## config.mk

```make
export PLATFORM = sky130hd
export DESIGN_NAME = mesi_snoop_ctrl
export DESIGN_NICKNAME = d
export VERILOG_FILES = /design/src/rtl/mesi_pkg.sv /design/src/rtl/mesi_line_array.sv /design/src/rtl/mesi_snoop_resp.sv /design/src/rtl/mesi_cpu_fsm.sv /design/src/rtl/mesi_snoop_ctrl.sv
export SDC_FILE = /design/constraint.sdc
export NUM_CORES = 1
export LEC_CHECK = 0
export BUFFER_PORTS_ARGS = -buffer_cell sky130_fd_sc_hd__buf_2
export CELL_PAD_IN_SITES_DETAIL_PLACEMENT = 0
export CELL_PAD_IN_SITES_GLOBAL_PLACEMENT = 1
export CORE_AREA = 2 2 122 124
export DETAILED_ROUTE_END_ITERATION = 6
export DIE_AREA = 0 0 124 126
export GPL_TIMING_DRIVEN = 0
export PLACE_DENSITY = 0.85
export SYNTH_ARGS = -nofsm -noshare
export SYNTH_HDL_FRONTEND = slang
export SYNTH_SLANG_ARGS = --single-unit
export TNS_END_PERCENT = 5
```

## constraint.sdc

```tcl
create_clock -name clk -period 2.95 [get_ports clk]
set_input_delay 0.4425 -clock clk [delete_from_list [all_inputs] [get_ports clk]]
set_output_delay 0.4425 -clock clk [all_outputs]
set_load 0.005 [all_outputs]
```

## src/rtl/mesi_pkg.sv

```systemverilog
package mesi_pkg;

   typedef enum logic [1:0] {
      ST_I = 2'b00,
      ST_S = 2'b01,
      ST_E = 2'b10,
      ST_M = 2'b11
   } line_st_t;

   typedef enum logic [1:0] {
      BUS_RD  = 2'b00,
      BUS_RDX = 2'b01,
      BUS_WB  = 2'b10
   } bus_cmd_t;

   localparam logic SNP_RD  = 1'b0;
   localparam logic SNP_RDX = 1'b1;

   function automatic logic line_valid(input line_st_t st);
      return st != ST_I;
   endfunction

endpackage

```

## src/rtl/mesi_line_array.sv

```systemverilog
module mesi_line_array
   import mesi_pkg::*;
#(
   parameter int SETS   = 4,
   parameter int TAG_W  = 6,
   parameter int DATA_W = 16,
   parameter int IDX_W  = 2
) (
   input  logic              clk,
   input  logic              rst_n,
   input  logic [IDX_W-1:0]  cpu_idx,
   output line_st_t          cpu_st,
   output logic [TAG_W-1:0]  cpu_tag,
   output logic [DATA_W-1:0] cpu_data,
   input  logic [IDX_W-1:0]  snp_idx,
   output line_st_t          snp_st,
   output logic [TAG_W-1:0]  snp_tag,
   output logic [DATA_W-1:0] snp_data,
   input  logic              wr_en,
   input  logic [IDX_W-1:0]  wr_idx,
   input  line_st_t          wr_st,
   input  logic [TAG_W-1:0]  wr_tag,
   input  logic [DATA_W-1:0] wr_data,
   input  logic              sw_en,
   input  logic [IDX_W-1:0]  sw_idx,
   input  line_st_t          sw_st
);

   line_st_t          st_all   [SETS];
   logic [TAG_W-1:0]  tag_all  [SETS];
   logic [DATA_W-1:0] data_all [SETS];

   for (genvar s = 0; s < SETS; s++) begin : g_set
      line_st_t          st_r;
      logic [TAG_W-1:0]  tag_r;
      logic [DATA_W-1:0] data_r;
      logic              own_wr;
      logic              own_sw;

      assign own_wr = wr_en && (wr_idx == IDX_W'(s));
      assign own_sw = sw_en && (sw_idx == IDX_W'(s));

      always_ff @(posedge clk or negedge rst_n) begin
         if (!rst_n) begin
            st_r   <= ST_I;
            tag_r  <= '0;
            data_r <= '0;
         end else begin
            // snoop update wins on a same-line collision
            if (own_sw)      st_r <= sw_st;
            else if (own_wr) st_r <= wr_st;
            if (own_wr) begin
               tag_r  <= wr_tag;
               data_r <= wr_data;
            end
         end
      end

      assign st_all[s]   = st_r;
      assign tag_all[s]  = tag_r;
      assign data_all[s] = data_r;
   end

   assign cpu_st   = st_all[cpu_idx];
   assign cpu_tag  = tag_all[cpu_idx];
   assign cpu_data = data_all[cpu_idx];
   assign snp_st   = st_all[snp_idx];
   assign snp_tag  = tag_all[snp_idx];
   assign snp_data = data_all[snp_idx];

endmodule

```

## src/rtl/mesi_snoop_resp.sv

```systemverilog
module mesi_snoop_resp
   import mesi_pkg::*;
#(
   parameter int TAG_W = 6,
   parameter bit C2C   = 1'b1
) (
   input  logic             snp_valid,
   input  logic             snp_cmd,
   input  logic [TAG_W-1:0] snp_tag,
   input  line_st_t         line_st,
   input  logic [TAG_W-1:0] line_tag,
   output logic             shared,
   output logic             flush,
   output logic             upd_en,
   output line_st_t         upd_st
);

   logic held;
   logic e_supplies;

   if (C2C) begin : g_c2c
      assign e_supplies = 1'b1;
   end else begin : g_mem_only
      assign e_supplies = 1'b0;
   end

   assign held = snp_valid && line_valid(line_st) && (line_tag == snp_tag);

   always_comb begin
      shared = 1'b0;
      flush  = 1'b0;
      upd_en = 1'b0;
      upd_st = line_st;
      if (held) begin
         if (snp_cmd == SNP_RD) begin
            shared = 1'b1;
            flush  = (line_st == ST_M) || ((line_st == ST_E) && e_supplies);
            upd_en = (line_st == ST_M) || (line_st == ST_E);
            upd_st = ST_S;
         end else begin
            flush  = (line_st == ST_M);
            upd_en = 1'b1;
            upd_st = ST_I;
         end
      end
   end

endmodule

```

## src/rtl/mesi_cpu_fsm.sv

```systemverilog
module mesi_cpu_fsm
   import mesi_pkg::*;
#(
   parameter int IDX_W  = 2,
   parameter int TAG_W  = 6,
   parameter int DATA_W = 16
) (
   input  logic                    clk,
   input  logic                    rst_n,
   input  logic                    cpu_req,
   input  logic                    cpu_we,
   input  logic [IDX_W-1:0]        cpu_idx,
   input  logic [TAG_W-1:0]        cpu_tag,
   input  logic [DATA_W-1:0]       cpu_wdata,
   output logic                    cpu_ready,
   output logic [DATA_W-1:0]       cpu_rdata,
   input  line_st_t                line_st,
   input  logic [TAG_W-1:0]        line_tag,
   input  logic [DATA_W-1:0]       line_data,
   input  logic                    snp_busy,
   output logic                    bus_req,
   output bus_cmd_t                bus_cmd,
   output logic [TAG_W+IDX_W-1:0]  bus_addr,
   output logic [DATA_W-1:0]       bus_wdata,
   input  logic                    bus_gnt,
   input  logic                    bus_shared,
   input  logic [DATA_W-1:0]       bus_rdata,
   output logic                    wr_en,
   output line_st_t                wr_st,
   output logic [TAG_W-1:0]        wr_tag,
   output logic [DATA_W-1:0]       wr_data
);

   typedef enum logic [1:0] {F_IDLE, F_WB, F_FILL} fsm_t;

   fsm_t     st_q, st_d;
   bus_cmd_t fill_q, fill_d;
   logic     hit;

   assign hit = line_valid(line_st) && (line_tag == cpu_tag);

   always_ff @(posedge clk or negedge rst_n) begin
      if (!rst_n) begin
         st_q   <= F_IDLE;
         fill_q <= BUS_RD;
      end else begin
         st_q   <= st_d;
         fill_q <= fill_d;
      end
   end

   always_comb begin
      st_d      = st_q;
      fill_d    = fill_q;
      cpu_ready = 1'b0;
      cpu_rdata = line_data;
      bus_req   = 1'b0;
      bus_cmd   = fill_q;
      bus_addr  = {cpu_tag, cpu_idx};
      bus_wdata = line_data;
      wr_en     = 1'b0;
      wr_st     = ST_M;
      wr_tag    = cpu_tag;
      wr_data   = cpu_wdata;
      unique case (st_q)
         F_IDLE: begin
            if (cpu_req && !snp_busy) begin
               if (hit && !cpu_we) begin
                  cpu_ready = 1'b1;
               end else if (hit && (line_st == ST_M || line_st == ST_E)) begin
                  cpu_ready = 1'b1;
                  wr_en     = 1'b1;
               end else begin
                  fill_d = cpu_we ? BUS_RDX : BUS_RD;
                  st_d   = (!hit && line_st == ST_M) ? F_WB : F_FILL;
               end
            end
         end
         F_WB: begin
            bus_cmd  = BUS_WB;
            bus_addr = {line_tag, cpu_idx};
            if (line_st != ST_M) begin
               st_d = F_FILL;      // victim lost ownership to a snoop
            end else begin
               bus_req = 1'b1;
               if (bus_gnt) begin
                  wr_en   = 1'b1;
                  wr_st   = ST_E;   // memory now current, copy still sole
                  wr_tag  = line_tag;
                  wr_data = line_data;
                  st_d    = F_FILL;
               end
            end
         end
         F_FILL: begin
            bus_req = 1'b1;
            if (bus_gnt) begin
               cpu_ready = 1'b1;
               cpu_rdata = bus_rdata;
               wr_en     = 1'b1;
               wr_st     = cpu_we ? ST_M : (bus_shared ? ST_S : ST_E);
               wr_data   = cpu_we ? cpu_wdata : bus_rdata;
               st_d      = F_IDLE;
            end
         end
         default: st_d = F_IDLE;
      endcase
   end

endmodule

```

## src/rtl/mesi_snoop_ctrl.sv

```systemverilog
module mesi_snoop_ctrl
   import mesi_pkg::*;
#(
   parameter int ADDR_W = 8,
   parameter int DATA_W = 16,
   parameter int SETS   = 4,
   parameter bit C2C    = 1'b1
) (
   input  logic              clk,
   input  logic              rst_n,
   input  logic              cpu_req,
   input  logic              cpu_we,
   input  logic [ADDR_W-1:0] cpu_addr,
   input  logic [DATA_W-1:0] cpu_wdata,
   output logic              cpu_ready,
   output logic [DATA_W-1:0] cpu_rdata,
   output logic              bus_req,
   output logic [1:0]        bus_cmd,
   output logic [ADDR_W-1:0] bus_addr,
   output logic [DATA_W-1:0] bus_wdata,
   input  logic              bus_gnt,
   input  logic [DATA_W-1:0] bus_rdata,
   input  logic              bus_shared_in,
   input  logic              snp_valid,
   input  logic              snp_cmd,
   input  logic [ADDR_W-1:0] snp_addr,
   output logic              snp_shared,
   output logic              snp_flush,
   output logic [DATA_W-1:0] snp_data
);

   localparam int IDX_W = $clog2(SETS);
   localparam int TAG_W = ADDR_W - IDX_W;

   initial begin
      assert (SETS >= 2 && (1 << IDX_W) == SETS)
         else $error("SETS must be a power of two of at least 2");
      assert (TAG_W >= 1) else $error("ADDR_W too small for SETS");
      assert (DATA_W >= 1) else $error("DATA_W must be positive");
   end

   logic [IDX_W-1:0]  c_idx, s_idx;
   logic [TAG_W-1:0]  c_tag, s_tag;
   line_st_t          c_line_st, s_line_st, wr_st, sw_st;
   logic [TAG_W-1:0]  c_line_tag, s_line_tag, wr_tag;
   logic [DATA_W-1:0] c_line_data, wr_data;
   logic              wr_en, sw_en;
   bus_cmd_t          cmd_e;

   assign c_idx = cpu_addr[IDX_W-1:0];
   assign c_tag = cpu_addr[ADDR_W-1:IDX_W];
   assign s_idx = snp_addr[IDX_W-1:0];
   assign s_tag = snp_addr[ADDR_W-1:IDX_W];

   mesi_line_array #(
      .SETS(SETS), .TAG_W(TAG_W), .DATA_W(DATA_W), .IDX_W(IDX_W)
   ) u_array (
      .clk      (clk),
      .rst_n    (rst_n),
      .cpu_idx  (c_idx),
      .cpu_st   (c_line_st),
      .cpu_tag  (c_line_tag),
      .cpu_data (c_line_data),
      .snp_idx  (s_idx),
      .snp_st   (s_line_st),
      .snp_tag  (s_line_tag),
      .snp_data (snp_data),
      .wr_en    (wr_en),
      .wr_idx   (c_idx),
      .wr_st    (wr_st),
      .wr_tag   (wr_tag),
      .wr_data  (wr_data),
      .sw_en    (sw_en),
      .sw_idx   (s_idx),
      .sw_st    (sw_st)
   );

   mesi_snoop_resp #(.TAG_W(TAG_W), .C2C(C2C)) u_snoop (
      .snp_valid (snp_valid),
      .snp_cmd   (snp_cmd),
      .snp_tag   (s_tag),
      .line_st   (s_line_st),
      .line_tag  (s_line_tag),
      .shared    (snp_shared),
      .flush     (snp_flush),
      .upd_en    (sw_en),
      .upd_st    (sw_st)
   );

   mesi_cpu_fsm #(.IDX_W(IDX_W), .TAG_W(TAG_W), .DATA_W(DATA_W)) u_fsm (
      .clk        (clk),
      .rst_n      (rst_n),
      .cpu_req    (cpu_req),
      .cpu_we     (cpu_we),
      .cpu_idx    (c_idx),
      .cpu_tag    (c_tag),
      .cpu_wdata  (cpu_wdata),
      .cpu_ready  (cpu_ready),
      .cpu_rdata  (cpu_rdata),
      .line_st    (c_line_st),
      .line_tag   (c_line_tag),
      .line_data  (c_line_data),
      .snp_busy   (snp_valid),
      .bus_req    (bus_req),
      .bus_cmd    (cmd_e),
      .bus_addr   (bus_addr),
      .bus_wdata  (bus_wdata),
      .bus_gnt    (bus_gnt),
      .bus_shared (bus_shared_in),
      .bus_rdata  (bus_rdata),
      .wr_en      (wr_en),
      .wr_st      (wr_st),
      .wr_tag     (wr_tag),
      .wr_data    (wr_data)
   );

   assign bus_cmd = cmd_e;

endmodule

```

==> metrics.yaml <==
sta:
  period_share_pct: 100
  setup_viol: 1
  drv_slew: 0
  finalCriticalPeriod_ps: 2950
  timing.final.ws_setup_ps: -2.59
  rsz0062_at_grt: "yes"
  fmax_ghz: 0.339
  fin_skew_ps: 6.03
  worst_pin_slew_ps: 841
  slew_headroom_pct: 43.9
  hold_viol_final: 0
setup_path:
  cpMostUsedCell: "buf_2"
  end_kind: "primary output"
  critical_path.max_stage_delay_ps: 530
  r2r_end: "u_array.g_set[1].data_r[7]$_DFFE_PN0P_"
  path_max_fanout: 10
  critPathBufInv: 4
  critPathLaunchType: "input port"
  crit_start: "snp_addr[0]"
  reg2reg_slack_ps: 100
  cp_num_cells: 9
  rr_startpoint: "u_array.g_set[3].tag_r[0]$_DFFE_PN0P_"
  crit_type: "input port to primary output"
  cp_cell_sequence: "buf_2 -> buf_8 -> mux4_2 -> xor2_1 -> or4_4 -> or2_1 -> buf_6 -> nor2_2 -> buf_2"
  cp.arrival_ps: 2510
  critical_path.top_delay_family: "simple AND/OR/NAND/NOR gates"
  reg2reg_depth: 8
  crit_slowest_cell: "mux4_2"
  critical_path_required_ps: 2510
  setup.worst_path.end: "snp_flush"
cells_and_area:
  seq_area_mm2: 0.00248
  multi_input_area_mm2: 0.00368
  utilization_pct: 52.6
  final_cells: 829
  antennaDiodeCount: 0
  nets: 700
  fill_cells: 1252
  final_area_mm2: 0.00753
  area_delta_synth_final_pct: 18.6
  drive_above_1_share_pct: 51.3
power_and_ir_drop:
  ir_drop_mv: 0.452
  p_leak_nw: 3.42
  pwr-share-seq_pct: 33.9
  netSwitchingPower_w: 0.00282
  p_per_area_mw_per_mm2: 961
  p_clk_share_pct: 16.3
  switching_share_pct: 38.9
  combPwrFrac_pct: 49.8
  total_power_w: 0.00724
  intPower_w: 0.00442
clock_tree:
  clkSinkCount: 99
  cts_tree: "done"
  cts.clk_slew.worst_paths_ps: 70
  clock_path_buffers: 2
  root_buffer: "clkbuf_16"
  h-tree-depth: 3
  cts_made_buffers: 9
  clk_latency_ps: 360
  holdBufCountCts: 0
yosys:
  syn-num-nets: 574
  avgSynthCellArea_um2: 12.4
  async_flop_share_pct: 100
  synth.distinct_cells: 46
  synth-seq-cells: 99
  netlist_top_cells_area: "dfrtp_1 39%, mux2_2 19%, mux4_2 15%"
  yosysWarnings: 0
  netlist.area_leader.share_pct: 39.0
  synth_flop_cell: "dfrtp_1"
  syn_inst: 514
  seq_area_frac_synth_pct: 39.0
  synth_edf_count: 0
  netlist_area_mm2: 0.00635
  yosysTopAreaCell: "dfrtp_1"
global_routing:
  grt_pass1_vias: 5281
  grt_max_degree: 60
  grt_pass1_wl_um: 29000
  grt.total_usage_pct: 24.8
  antenna_found_initial: 0
  grt_remaining_overflow: 0
placement:
  post_dp_cell_area_mm2: 0.00718
  pre_cts_ws_ps: -667
  hpwl_um: 13200
  port_buffers: 114
  place_inst: 813
  gp_congestion: 0.870
floorplanning:
  fp.dieH_um: 126
  die_w_um: 124
  die-area_mm2: 0.0156
  row_count: 44
  coreArea_mm2: 0.0143
  ios: 118
  start_util_pct: 44.4
status:
  status: "finished with violations"
  violations: "negative setup slack"
detailed_routing:
  drtIter0Drc: 465
  drc: 0
  ant_nets: 0
  via_per_inst: 6.10
  post_drt_wl_per_cell_um: 22.1
  via_count: 5054
  dr.pass1.iters: 5
  wirelength_um: 18300
job:
  cap_violations: 0
worst_hold_path:
  hp-class: "input port to async pin"
[worst min path at each step]
stage,slack [ps],depth (start not counted),end
2_1_floorplan,150,0,u_array.g_set[0].data_r[0]$_DFFE_PN0P_
3_3_place_gp,490,1,u_fsm.fill_q[0]$_DFFE_PN0P_
3_5_place_dp,460,1,u_array.g_set[1].data_r[12]$_DFFE_PN0P_
4_1_cts,80,1,u_array.g_set[1].data_r[12]$_DFFE_PN0P_
5_1_grt,100,1,u_array.g_set[1].data_r[12]$_DFFE_PN0P_
6_report,60,1,u_array.g_set[1].data_r[12]$_DFFE_PN0P_
[cell type report]
type / instances / share of cell area, %
Timing Repair Buffer: 115 / 7.98
Buffer: 38 / 2.91
Clock inverter: 7 / 0.931
Sequential cell: 99 / 32.9
Inverter: 8 / 0.399
Multi-Input combinational cell: 369 / 48.8
Clock buffer: 9 / 2.99
Tap cell: 184 / 3.06
[what timing repair did]
| item | CTS | global route |
|---|---|---|
| hold endpoints to repair | 0 | 0 |
| gates resized for setup | 17 | 8 |
| setup endpoints to repair | 113 | 55 |
| pin swaps | 1 | 1 |
| setup buffers | 0 | 0 |
[cell usage after synthesis, types with 8 or more instances]
cell type	n
a21oi_1	24
buf_2	9
clkbuf_1	17
dfrtp_1	99
inv_1	8
mux2_1	9
mux2_2	108
mux4_2	42
nand2_1	52
nand3_1	8
nor2_1	10
nor3_1	10
o21ai_0	22
o221a_2	15
xor2_1	12
[registers in the layout, indices dropped and copies added (netlist names)]
register and count:
u_fsm.fill_q 1, u_array.g_set.tag_r 24, u_fsm.st_q 2, u_array.g_set.st_r 8, u_array.g_set.data_r 64
[per-stage QoR]
stage	hold slack, ps	setup TNS (ps)
floorplan	147	0
finish	62.9	-2.59
global placement	485	-53630
detailed placement	464	-54740
global route	99.7	-198
CTS	78.9	-22.6
[metal layers]
metal / part of all wire [%] / GRT usage [%]
met5: 0 / 0
met2: 51 / 40.9
met4: 1.8 / 7.60
met1: 39 / 32.1
met3: 8.3 / 6.75
[cell families (layout without fill, tap and decap cells)]
logic type      after synthesis  after routing  share of synthesized area [%]
mux                         166            166                           38.3
simple gates                109            109                           8.51
flops                        99             99                           39.0
compound gates               78             78                           8.39
buf+inv                      46            177                           3.37
xor+xnor                     12             12                           1.65
fa+ha+maj                     4              4                          0.788
[layout by cell type, fill, tap and decap left out, types with 9 or more instances in the layout]
master	Yosys	layout
nor2_1	10	9
o221a_2	15	15
dfrtp_1	99	99
xor2_1	12	12
nand2_1	52	51
mux2_2	108	108
clkbuf_16	0	9
a21oi_1	24	24
nor3_1	10	9
buf_2	9	124
mux4_2	42	43
o21ai_0	22	22
mux2_1	9	9
clkbuf_1	17	10
[power groups by stage]
stage	Sequential (W)	Combinational (W)	Clock, W
after detailed placement	0.00245	0.00354	0
after global placement	0.00237	0.00342	0
after CTS	0.00243	0.00358	0.00121
final	0.00245	0.00361	0.00118
after global routing	0.00253	0.00393	0.00126
after floorplan	0.00229	0.00244	0
[worst register-to-register path, delay by kind of cell, from the launching register on]
| kind | cells | cell delay [ps] |
|---|---|---|
| flops | 1 | 390 |
| xor+xnor | 1 | 190 |
| buf+inv | 2 | 470 |
| simple gates | 2 | 520 |
| mux | 2 | 880 |
| compound gates | 1 | 270 |
Power figures use the tool's default switching activity.
